==> config.mk <==
export PLATFORM = sky130hd
export DESIGN_NAME = evs_top
export DESIGN_NICKNAME = d
export VERILOG_FILES = /design/src/rtl/evs_pkg.sv /design/src/rtl/evs_rst_sync.sv /design/src/rtl/evs_counter.sv /design/src/rtl/evs_snap.sv /design/src/rtl/evs_regs.sv /design/src/rtl/evs_top.sv
export SDC_FILE = /design/constraint.sdc
export NUM_CORES = 1
export LEC_CHECK = 0
export ABC_CLOCK_PERIOD_IN_PS = 24800
export BUFFER_PORTS_ARGS = -buffer_cell sky130_fd_sc_hd__buf_2
export CAP_MARGIN = 30
export CORE_MARGIN = 2
export CORE_UTILIZATION = 49
export CTS_CLUSTER_DIAMETER = 40
export DETAILED_ROUTE_END_ITERATION = 7
export PLACE_DENSITY = 0.73
export SYNTH_ARGS = -nofsm -noshare
export SYNTH_HDL_FRONTEND = slang
export SYNTH_HIERARCHICAL = 1
export SYNTH_SLANG_ARGS = --single-unit
==> constraint.sdc <==
create_clock -name clk_i -period 24.8 [get_ports clk_i]
set_clock_uncertainty 0.05 [all_clocks]
set_input_delay 2.48 -clock clk_i [delete_from_list [all_inputs] [get_ports clk_i]]
set_output_delay 2.48 -clock clk_i [all_outputs]
set_load 0.1 [all_outputs]
==> src/rtl/evs_pkg.sv <==
package evs_pkg;
  localparam int EVS_ADDR_TSEN  = 0;
  localparam int EVS_ADDR_FORCE = 1;
  localparam int EVS_ADDR_MON   = 8;

  // address of one snapshot word: low word first, then high word, channel by channel
  function automatic int evs_mon_addr(int ch, int hi);
    return EVS_ADDR_MON + 2 * ch + hi;
  endfunction
endpackage

==> src/rtl/evs_rst_sync.sv <==
module evs_rst_sync (
  input  logic clk_i,
  input  logic rst_n_i,
  output logic rst_n_o
);
  logic meta_q;

  always_ff @(posedge clk_i or negedge rst_n_i) begin
    if (!rst_n_i) begin
      meta_q  <= 1'b0;
      rst_n_o <= 1'b0;
    end else begin
      meta_q  <= 1'b1;
      rst_n_o <= meta_q;
    end
  end
endmodule

==> src/rtl/evs_counter.sv <==
module evs_counter #(
  parameter int CNT_W = 32
) (
  input  logic             clk_i,
  input  logic             rst_n_i,
  input  logic             clr_i,
  input  logic             inc_i,
  output logic [CNT_W-1:0] cnt_o
);
  logic [CNT_W-1:0] cnt_d;
  logic             cnt_en;

  always_comb begin
    cnt_en = clr_i | inc_i;
    cnt_d  = cnt_o + CNT_W'(1);
    // a clear wins over an increment on the same tick
    if (clr_i) cnt_d = '0;
  end

  always_ff @(posedge clk_i or negedge rst_n_i) begin
    if (!rst_n_i)    cnt_o <= '0;
    else if (cnt_en) cnt_o <= cnt_d;
  end
endmodule

==> src/rtl/evs_snap.sv <==
module evs_snap #(
  parameter int CNT_W = 32
) (
  input  logic             clk_i,
  input  logic             rst_n_i,
  input  logic             cap_i,
  input  logic [CNT_W-1:0] d_i,
  output logic [CNT_W-1:0] q_o
);
  logic [CNT_W-1:0] q_d;

  always_comb q_d = d_i;

  always_ff @(posedge clk_i or negedge rst_n_i) begin
    if (!rst_n_i)   q_o <= '0;
    else if (cap_i) q_o <= q_d;
  end
endmodule

==> src/rtl/evs_regs.sv <==
module evs_regs
  import evs_pkg::*;
#(
  parameter int NUM_CH = 4,
  parameter int CNT_W  = 32,
  parameter int WORD_W = 16,
  parameter int ADDR_W = 4
) (
  input  logic                         clk_i,
  input  logic                         rst_n_i,
  input  logic                         wr_i,
  input  logic [ADDR_W-1:0]            addr_i,
  input  logic [WORD_W-1:0]            wdata_i,
  input  logic [NUM_CH-1:0][CNT_W-1:0] snap_i,
  output logic [NUM_CH-1:0]            ts_en_o,
  output logic [NUM_CH-1:0]            force_o,
  output logic [WORD_W-1:0]            rdata_o
);
  localparam int HI_W = CNT_W - WORD_W;

  logic              en_we, frc_we;
  logic [NUM_CH-1:0] en_d, frc_d;

  always_comb begin
    en_we  = wr_i && (addr_i == ADDR_W'(EVS_ADDR_TSEN));
    frc_we = wr_i && (addr_i == ADDR_W'(EVS_ADDR_FORCE));
    en_d   = wdata_i[NUM_CH-1:0];
    frc_d  = wdata_i[NUM_CH-1:0];
  end

  always_ff @(posedge clk_i or negedge rst_n_i) begin
    if (!rst_n_i)   ts_en_o <= '0;
    else if (en_we) ts_en_o <= en_d;
  end

  always_ff @(posedge clk_i or negedge rst_n_i) begin
    if (!rst_n_i)    force_o <= '0;
    else if (frc_we) force_o <= frc_d;
  end

  always_comb begin
    rdata_o = '0;
    if (addr_i == ADDR_W'(EVS_ADDR_TSEN))  rdata_o[NUM_CH-1:0] = ts_en_o;
    if (addr_i == ADDR_W'(EVS_ADDR_FORCE)) rdata_o[NUM_CH-1:0] = force_o;
    for (int c = 0; c < NUM_CH; c++) begin
      if (addr_i == ADDR_W'(evs_mon_addr(c, 0))) rdata_o = snap_i[c][WORD_W-1:0];
      if (addr_i == ADDR_W'(evs_mon_addr(c, 1))) rdata_o[HI_W-1:0] = snap_i[c][CNT_W-1:WORD_W];
    end
  end
endmodule

==> src/rtl/evs_top.sv <==
module evs_top
  import evs_pkg::*;
#(
  parameter int NUM_CH = 4,
  parameter int CNT_W  = 32,
  parameter int WORD_W = 16,
  parameter int ADDR_W = 4
) (
  input  logic              clk_i,
  input  logic              rst_n_i,
  input  logic [NUM_CH-1:0] fired_i,
  input  logic              qual_stb_i,
  input  logic              ts_reset_i,
  input  logic              mon_cap_i,
  input  logic              reg_wr_i,
  input  logic [ADDR_W-1:0] reg_addr_i,
  input  logic [WORD_W-1:0] reg_wdata_i,
  output logic [WORD_W-1:0] reg_rdata_o
);
  logic                         rst_sync_n;
  logic [NUM_CH-1:0]            ts_en, force_bits, clr, inc;
  logic [NUM_CH-1:0][CNT_W-1:0] cnt, snap;

  evs_rst_sync u_rst (
    .clk_i   (clk_i),
    .rst_n_i (rst_n_i),
    .rst_n_o (rst_sync_n)
  );

  evs_regs #(
    .NUM_CH (NUM_CH), .CNT_W (CNT_W), .WORD_W (WORD_W), .ADDR_W (ADDR_W)
  ) u_regs (
    .clk_i   (clk_i),
    .rst_n_i (rst_sync_n),
    .wr_i    (reg_wr_i),
    .addr_i  (reg_addr_i),
    .wdata_i (reg_wdata_i),
    .snap_i  (snap),
    .ts_en_o (ts_en),
    .force_o (force_bits),
    .rdata_o (reg_rdata_o)
  );

  for (genvar ch = 0; ch < NUM_CH; ch++) begin : g_ch
    assign clr[ch] = (ts_reset_i & ts_en[ch]) | force_bits[ch];
    assign inc[ch] = fired_i[ch] & qual_stb_i;

    evs_counter #(.CNT_W (CNT_W)) u_cnt (
      .clk_i   (clk_i),
      .rst_n_i (rst_sync_n),
      .clr_i   (clr[ch]),
      .inc_i   (inc[ch]),
      .cnt_o   (cnt[ch])
    );

    evs_snap #(.CNT_W (CNT_W)) u_snap (
      .clk_i   (clk_i),
      .rst_n_i (rst_sync_n),
      .cap_i   (mon_cap_i),
      .d_i     (cnt[ch]),
      .q_o     (snap[ch])
    );
  end
endmodule

==> flow_metrics.py, run 1 <==
metrics = {
    "worst_setup_path": {
        "arrival_ns": 4.71,
        "max_stage_delay_ns": 0.60,
        "cp.required_ns": 22.27,
        "path_buf_inv": 2,
        "cp_max_fo": 34,
        "cpMaxStageDelayCell": "buf_2",
        "critPathKind": "in2out",
        "cp-end-kind": "primary output",
        "worstPathCellList": "buf_2 -> nor2b_1 -> a22oi_1 -> o22ai_1 -> a211o_1 -> buf_2",
        "critical-path-top-delay-family": "buffers and inverters",
        "cp-start-kind": "primary input",
        "crit_path_frequent_cell": "buf_2",
    },
    "yosys": {
        "synth_top_area_share_pct": 48.3,
        "async_reset_ff_share_pct": 100,
        "yosysWarnings": 6,
        "synthesis.area_mm2": 0.0138,
        "ys_ff_latch": 266,
        "synth_cell_types": 49,
        "synth_top_cell_by_area": "dfrtp_1",
        "synthFlopType": "dfrtp_1",
        "yosysSeqAreaShare_pct": 48.3,
        "synth_nets": 1200,
        "synth_edf_count": 0,
        "synth_area_leaders": "dfrtp_1 (48%), mux2_4 (13%), a21oi_1 (3.1%)",
        "syn_avg_cell_area_um2": 11.8,
        "synth_cells": 1166,
    },
    "sta": {
        "fin_crit_ns": 7.24,
        "rsz0062_at_grt": "false",
        "finalHoldViolCount": 0,
        "worst_slew_pin_slew_ns": 0.971,
        "relSlewSlack_pct": 35.2,
        "setup_viol": 0,
        "max_freq_mhz": 138,
        "tns_ns": 0,
        "drv_slew": 0,
        "fin_crit_sh_pct": 29.2,
    },
    "cells_and_area": {
        "mostFrequentLayoutCells": "dfrtp_1 (265), mux2_4 (123), a21oi_1 (84), nand2_1 (57), nor2_1 (57)",
        "diodes": 0,
        "drive_gt1_share_pct": 22.9,
        "finish.instance_area_mm2": 0.0151,
        "layout_commonest_cell": "dfrtp_1",
        "area_growth_pct": 9.81,
        "nets": 1199,
    },
    "pwr": {
        "power_density_mw_per_mm2": 70.2,
        "p_leak_uw": 0.00655,
        "vdd_ir_drop_max_uv": 42.7,
        "design_power_total_uw": 1060,
    },
    "clock_network": {
        "numCtsBuffers": 36,
        "clkTransAtPathRegs_ns": 0.05,
        "cts-root-buf": "clkbuf_16",
        "tritoncts": "done",
        "ctsHoldBuffers": 0,
        "cts_buffer_depth": 3,
        "cts_resized": 0,
        "clk_latency_ns": 0.51,
        "clock-sinks": 266,
        "htree_levels": 2,
        "post_cts_buffers": 0,
    },
    "route": {
        "via_count": 9348,
        "drtIter0Drc": 823,
        "drcViolationCount": 0,
        "wl_per_cell_um": 19.6,
        "drtPass1Iterations": 5,
        "wl_um": 30700,
        "drt.antenna.violating_nets": 0,
        "viasPerCell": 5.96,
    },
    "global_routing": {
        "grt_start_max_net_pins": 74,
        "grt_overflow": 0,
        "grt_pass1_vias": 8959,
        "grt_use_total_pct": 21.2,
        "antenna_found_initial": 0,
        "grt_pass1_wl_um": 49200,
    },
    "die": {
        "die_area_mm2": 0.0295,
        "core_area_mm2": 0.0277,
        "fp-row-count": 61,
        "die_h_um": 172,
        "initial_utilization_pct": 49.7,
        "io_pins": 46,
        "die_w_um": 172,
    },
    "status": {
        "outcome": "completed",
    },
    "placed_design": {
        "io_buffer_count": 33,
        "hpwlAfterDp_um": 20000,
        "place_area_mm2": 0.0139,
        "gp_congestion": 0.868,
    },
    "flow_run": {
        "drv_cap": 0,
    },
    "min_path": {
        "min_path_type": "reg2async",
    },
}
==> metrics by stage <==
stage | cells | utilization, % | worst slack, ns | hold slack [ns]
after floorplan | 1166 | - | 16.79 | 0.281
after global routing | 1568 | 54.6 | 17.42 | 0.304
after detailed placement | 1504 | 50.2 | 17.65 | 0.281
final | 1568 | 54.6 | 17.56 | 0.262
after global placement | 1503 | 50.1 | 17.66 | 0.283
after CTS | 1567 | 54.5 | 17.65 | 0.286
==> path summary, 6_finish.rpt <==
| check | startpoint | to | slack (ns) | cells past startpoint |
|---|---|---|---|---|
| hold reg to reg | u_rst/rst_n_o | g_ch[2].u_cnt/cnt_o[17] | 0.26 | 0 |
| setup reg to reg | u_regs/ts_en_o[3] | g_ch[3].u_cnt/cnt_o[31] | 22.07 | 6 |
| min in group clk_i | u_rst/meta_q | u_rst/rst_n_o | 0.30 | 0 |
| max in group asynchronous | u_rst/rst_n_o | u_regs/force_o[0] | 22.67 | 2 |
| hold / removal | u_rst/rst_n_o | g_ch[2].u_cnt/cnt_o[17] | 0.26 | 0 |
| setup / recovery | reg_addr_i[2] | reg_rdata_o[9] | 17.56 | 6 |
==> cell usage after synthesis (24+ instances only) <==
library cell and count:
dfrtp_1 266, mux2_4 123, a21oi_1 84, clkbuf_1 28, nand3_1 30, o31ai_1 50
or4_1 52, inv_1 24, o21ai_0 43, xnor2_1 28, nor2_1 57, nand2_1 57
or3_1 36
==> routing by layer <==
metal	up-vias	track usage [%]	wire (um)
li1	4343	-	-
met1	4714	31.6	14500
met2	238	31.9	13900
met3	53	3.04	1520
met4	0	6.78	753
met5	-	0	0
==> sequential cells by signal (all words and copies together) (netlist names) <==
| register | cells |
|---|---|
| g_ch.u_cnt/cnt_o | 128 |
| g_ch.u_snap/q_o | 128 |
| u_regs/force_o | 4 |
| u_regs/ts_en_o | 4 |
| u_rst/meta_q | 1 |
| u_rst/rst_n_o | 1 |
==> power by group <==
group / leakage (uW) / internal (uW) / switching [uW]
registers: 0.00369 / 445 / 13.2
logic: 0.00227 / 28.0 / 58.2
clock network: 0.000587 / 325 / 193
==> cell families (layout without fill, tap and decap cells) <==
logic type | after synthesis | after routing | share of synthesized area, %
AND/OR/NAND/NOR | 335 | 335 | 14.0
buffers and inverters | 107 | 131 | 5.20
AO/OA/AOI/OAI | 241 | 241 | 11.5
flip-flops | 266 | 266 | 48.3
XOR/XNOR | 44 | 44 | 2.80
adder cells (fa/ha/maj) | 4 | 4 | 0.363
multiplexers | 168 | 168 | 17.8
other | 1 | 1 | 0.0272
==> layout make-up <==
type                    count  area, um^2
well taps                 378         473
multi-input cells         793        6410
fillers                  2283       12600
repair buffers             44         294
inverters                  24        90.1
clock inverters            20         229
flip-flops and latches    266        6660
clock buffers              43         978
Note: power is estimated with default switching activity, not from simulation.
==> run 2: changes to the inputs <==
- ABC_CLOCK_PERIOD_IN_PS: 24800 -> 6200
- PLACE_DENSITY: 0.73 -> 0.76
- clock period: 24.8 -> 6.2 ns (I/O delays scaled with it)
==> flow_metrics.py, run 2 (synthesized netlist as in run 1, its figures left out) <==
metrics = {
    "status": {
        "outcome": "completed",
    },
    "global_routing": {
        "grt_pass1_wl_um": 50700,
        "grt_use_total_pct": 21.9,
        "antenna_found_initial": 0,
        "grt_pass1_vias": 9266,
        "grt_start_max_net_pins": 137,
        "grt_overflow": 0,
    },
    "clock_network": {
        "cts-root-buf": "clkbuf_16",
        "post_cts_buffers": 0,
        "clk_latency_ns": 0.52,
        "ctsHoldBuffers": 1,
        "clkTransAtPathRegs_ns": 0.05,
        "clock-sinks": 266,
        "htree_levels": 2,
        "numCtsBuffers": 37,
        "cts_resized": 0,
        "cts_buffer_depth": 3,
        "tritoncts": "done",
    },
    "placed_design": {
        "placed_cells": 1503,
        "post-place-ws_ns": 2.78,
        "io_buffer_count": 33,
        "hpwlAfterDp_um": 20600,
        "gp_congestion": 0.884,
    },
    "sta": {
        "drv_slew": 0,
        "worst_slew_pin_slew_ns": 0.929,
        "fin_crit_ns": 3.62,
        "setup_viol": 0,
        "rsz0062_at_grt": "false",
        "relSlewSlack_pct": 38.1,
        "fin_ws_ns": 2.58,
        "finalHoldViolCount": 0,
        "fin_crit_sh_pct": 58.5,
        "tns_ns": 0,
        "max_freq_mhz": 276,
    },
    "cells_and_area": {
        "area_growth_pct": 10.2,
        "drive_gt1_share_pct": 23.3,
        "diodes": 0,
        "nFillCells": 2232,
        "instances_no_fill": 1571,
        "mostFrequentLayoutCells": "dfrtp_1 (265), mux2_4 (123), a21oi_1 (84), nand2_1 (57), nor2_1 (57)",
        "layout_commonest_cell": "dfrtp_1",
        "nets": 1201,
        "regArea_mm2": 0.00666,
        "top_regs": "g_ch.u_cnt/cnt_o: 128 flops, g_ch.u_snap/q_o: 128 flops",
        "multi_input_area_mm2": 0.00641,
    },
    "pwr": {
        "design_power_total_uw": 4270,
        "power_density_mw_per_mm2": 281,
        "vdd_ir_drop_max_uv": 162,
        "p_leak_uw": 0.00658,
    },
    "worst_setup_path": {
        "cp_max_fo": 34,
        "reg2reg_from": "u_regs/ts_en_o[3]",
        "cp-end-kind": "primary output",
        "arrival_ns": 2.95,
        "worstSetupEndpoint": "reg_rdata_o[13]",
        "r2r_end": "g_ch[3].u_cnt/cnt_o[29]",
        "worst-r2r-cell-count": 6,
        "critPathKind": "in2out",
        "cp-start-kind": "primary input",
        "r2r_slack_ns": 3.45,
        "crit_start": "reg_addr_i[2]",
        "cp.required_ns": 5.53,
    },
    "route": {
        "drtPass1Iterations": 5,
        "via_count": 9519,
        "wl_per_cell_um": 20.1,
        "met2_length_um": 14700,
        "met1Wirelength_um": 14100,
        "drtIter0Drc": 804,
        "drcViolationCount": 0,
        "wl_um": 31600,
        "drt.antenna.violating_nets": 0,
        "viasPerCell": 6.06,
        "highest_layer": "met4",
        "met3WireLength_um": 2030,
    },
    "die": {
        "die_h_um": 172,
        "fp-row-count": 61,
        "io_pins": 46,
        "initial_utilization_pct": 49.7,
        "die_area_mm2": 0.0295,
        "core_area_mm2": 0.0277,
        "die_w_um": 172,
    },
    "min_path": {
        "min_path_type": "reg2reg",
    },
    "flow_run": {
        "drv_cap": 0,
    },
}
## run 2: how the worst min path moves through the flow
stage / startpoint / endpoint / slack (ns) / depth (start not counted)
after global placement: u_rst/meta_q / u_rst/rst_n_o / 0.29 / 0
after detailed placement: u_rst/meta_q / u_rst/rst_n_o / 0.28 / 0
after CTS: u_rst/meta_q / u_rst/rst_n_o / 0.30 / 0
final: u_rst/meta_q / u_rst/rst_n_o / 0.30 / 0
after floorplan: rst_n_i / u_rst/meta_q / 0.27 / 0
after global routing: u_rst/meta_q / u_rst/rst_n_o / 0.30 / 0
## run 2: worst max-delay path: stages
cell and delay [ns]:
buf_2 0.52, nor2b_1 0.64, a22oi_1 0.21, o22ai_1 0.27, a211o_1 0.21, buf_2 0.45
## run 2: area by class of cell
class	instances	share of cell area (%)
timing repair buffer	45	2.09
clock inverter	24	1.52
multi-input combinational	793	42.2
inverter	24	0.593
tap	378	3.12
sequential	266	43.9
clock buffer	41	6.61
## run 2: report_power, final
part / switching [uW] / leakage (uW) / total, uW / internal [uW]
registers: 46.1 / 0.00369 / 1830 / 1780
clock network: 821 / 0.000603 / 2090 / 1270
logic: 239 / 0.00228 / 353 / 113
## run 2: through the flow
step | hold WS (ns) | util [%] | cell area [um^2]
floorplan | 0.274 | - | 13800
global placement | 0.290 | 50.1 | 13900
detailed placement | 0.285 | 50.1 | 13900
CTS | 0.297 | 54.6 | 15100
global route | 0.301 | 54.8 | 15200
finish | 0.296 | 54.8 | 15200
## run 2: layer usage
layer / GRT usage (%) / vias up
met5: 0 / -
met4: 6.23 / 0
met3: 3.57 / 55
met2: 34.9 / 295
met1: 31.1 / 4822
li1: - / 4347
==> run 3: changes to the inputs <==
- ABC_AREA: unset -> 1
- ABC_CLOCK_PERIOD_IN_PS: 6200 -> 3100
- clock period: 6.2 -> 3.1 ns (I/O delays scaled with it)
==> flow_metrics.py, run 3 <==
metrics = {
    "min_path": {
        "worstHoldStart": "reg_wdata_i[1]",
        "min_to": "u_regs/ts_en_o[1]",
        "min_path_type": "in2reg",
        "hold_depth": 3,
    },
    "worst_setup_path": {
        "arrival_ns": 2.10,
        "cp_max_fo": 2,
        "critPathKind": "reg2out",
        "worst-r2r-cell-count": 5,
        "cp-end-kind": "primary output",
        "path_buf_inv": 1,
        "critical-path-top-delay-family": "simple AND/OR/NAND/NOR gates",
        "cp-start-kind": "flip-flop",
        "r2r_slack_ns": 1.22,
        "crit_start": "g_ch[0].u_snap/q_o[0]",
        "crit_path_frequent_cell": "nand3_1",
        "worstPathCellList": "nand3_1 -> nand3_1 -> nor2_1 -> nand4_1 -> nand2_1 -> nand3_1 -> buf_2",
        "max_stage_delay_ns": 0.41,
        "r2r_end": "g_ch[2].u_cnt/cnt_o[4]",
        "reg2reg_from": "u_regs/ts_en_o[2]",
        "cp.required_ns": 2.74,
        "cpMaxStageDelayCell": "dfrtp_1",
    },
    "yosys": {
        "syn_avg_cell_area_um2": 7.40,
        "async_reset_ff_share_pct": 100,
        "synth_area_leaders": "dfrtp_1 (46%), nand2_1 (20%), nor2_1 (7.3%)",
        "ys_ff_latch": 266,
        "synth_common_cells": "nand2_1 (770), nor2_1 (277), dfrtp_1 (266)",
        "synthFlopType": "dfrtp_1",
        "synth_top_area_share_pct": 46.5,
        "synth_cells": 1935,
        "synth_top_cell_by_area": "dfrtp_1",
        "synth_edf_count": 0,
        "yosysWarnings": 6,
        "yosysSeqAreaShare_pct": 46.5,
        "synth_cell_types": 34,
        "synth.most_common_cell": "nand2_1",
        "synthesis.area_mm2": 0.0143,
        "synth_nets": 1969,
    },
    "clock_network": {
        "clock-sinks": 266,
        "post_cts_buffers": 0,
        "numCtsBuffers": 37,
        "clk_latency_ns": 0.51,
        "cts_resized": 0,
        "cts-root-buf": "clkbuf_16",
        "htree_levels": 2,
        "tritoncts": "done",
        "clkTransAtPathRegs_ns": 0.06,
        "cts_buffer_depth": 3,
    },
    "cells_and_area": {
        "top_regs": "g_ch.u_cnt/cnt_o: 128 flops, g_ch.u_snap/q_o: 128 flops",
        "diodes": 0,
        "nets": 2009,
        "area_growth_pct": 12.4,
        "finish.instance_area_mm2": 0.0161,
        "mostFrequentLayoutCells": "nand2_1 (770), nor2_1 (277), dfrtp_1 (265), inv_1 (145), nand3_1 (91)",
        "layout_commonest_cell": "nand2_1",
        "drive_gt1_share_pct": 12.8,
        "instances_no_fill": 2388,
    },
    "sta": {
        "max_freq_mhz": 406,
        "fin_crit_ns": 2.46,
        "drv_slew": 0,
        "setup_viol": 0,
        "fin_crit_sh_pct": 79.4,
        "tns_ns": 0,
        "relSlewSlack_pct": 38.6,
        "worst_slew_pin_slew_ns": 0.920,
        "rsz0062_at_grt": "false",
        "finalHoldViolCount": 0,
    },
    "pwr": {
        "power_density_mw_per_mm2": 545,
        "combPwrFrac_pct": 8.6,
        "p_leak_uw": 0.00779,
        "switchingPower_uw": 2310,
        "vdd_ir_drop_max_uv": 296,
        "switching_share_pct": 26.3,
        "clkPwrFrac_pct": 49.9,
        "seqPwrFrac_pct": 41.5,
        "power.internal_uw": 6470,
    },
    "die": {
        "fp-row-count": 62,
        "io_pins": 46,
        "die_w_um": 175,
        "die_area_mm2": 0.0306,
        "initial_utilization_pct": 49.8,
        "core_area_mm2": 0.0288,
        "die_h_um": 175,
    },
    "placed_design": {
        "place_area_mm2": 0.0148,
        "gp_congestion": 0.903,
        "io_buffer_count": 33,
        "placed_cells": 2317,
        "hpwlAfterDp_um": 25500,
    },
    "route": {
        "wl_um": 35900,
        "via_count": 12532,
        "wl_per_cell_um": 15.0,
        "drt.antenna.violating_nets": 0,
        "drcViolationCount": 0,
        "drtPass1Iterations": 6,
        "viasPerCell": 5.25,
        "drtIter0Drc": 1195,
    },
    "global_routing": {
        "grt_overflow": 0,
        "grt_use_total_pct": 23.9,
        "antenna_found_initial": 0,
        "grt_pass1_wl_um": 60100,
        "grt_pass1_vias": 12100,
        "grt_start_max_net_pins": 59,
    },
    "status": {
        "outcome": "completed",
    },
    "flow_run": {
        "drv_cap": 0,
    },
}
## run 3: stage by stage
step / hold slack [ns] / power [uW] / util, % / setup WS [ns]
2_1_floorplan: -0.0356 / 4300 / - / 0.386
6_report: 0.0345 / 8780 / 56.0 / 0.640
3_5_place_dp: 0.0473 / 4450 / 51.4 / 0.747
3_3_place_gp: 0.0465 / 4420 / 51.4 / 0.777
4_1_cts: 0.0205 / 8840 / 56.0 / 0.736
5_1_grt: 0.0501 / 9110 / 56.0 / 0.617
## run 3: worst max path at each step
stage	cells after the start	slack [ns]	endpoint
3_5_place_dp	10	0.75	reg_rdata_o[1]
3_3_place_gp	10	0.78	reg_rdata_o[0]
2_1_floorplan	0	0.39	g_ch[0].u_cnt/cnt_o[0]
5_1_grt	10	0.62	reg_rdata_o[1]
6_report	7	0.64	reg_rdata_o[0]
4_1_cts	10	0.74	reg_rdata_o[1]
## run 3: tightest hold or removal path, stage by stage
cell	delay [ns]
buf_2	0.10
inv_1	0.06
o21ai_0	0.08
## run 3: timing repair
item,CTS,global route
hold endpoints to repair,6,0
hold buffers,3,0
setup endpoints to repair,0,0
## run 3: area by class of cell
cell class / instances / area, um^2
fill: 2575 / 12700
timing repair buffer: 51 / 541
tap: 384 / 480
clock buffer: 45 / 1020
multi-input combinational: 1458 / 6500
inverter: 161 / 636
sequential: 266 / 6660
clock inverter: 23 / 275
## run 3: logic make-up (layout without fill, tap and decap cells)
group	Yosys count	after routing	synth area share (%)
muxes	4	4	0.367
adders and majority gates	4	4	0.349
DFF	266	266	46.5
AOI/OAI and AO/OA	130	130	4.68
xor gates and xnor gates	4	4	0.244
other	1	1	0.0262
and+or+nand+nor	1315	1315	39.7
buffers and inverters	211	280	8.18
## run 3: layer usage
metal  share of wire (%)  global-route usage, %
met5                   0                      0
met4                 2.4                   7.26
met3                 5.8                   3.94
met2                  46                   37.7
met1                  46                   34.1
## run 3: power by group through the flow
stage	Combinational [uW]	Clock, uW	Sequential, uW
3_3_place_gp	719	0	3700
2_1_floorplan	587	0	3710
4_1_cts	755	4440	3640
3_5_place_dp	747	0	3700
5_1_grt	841	4610	3660
6_report	757	4380	3650
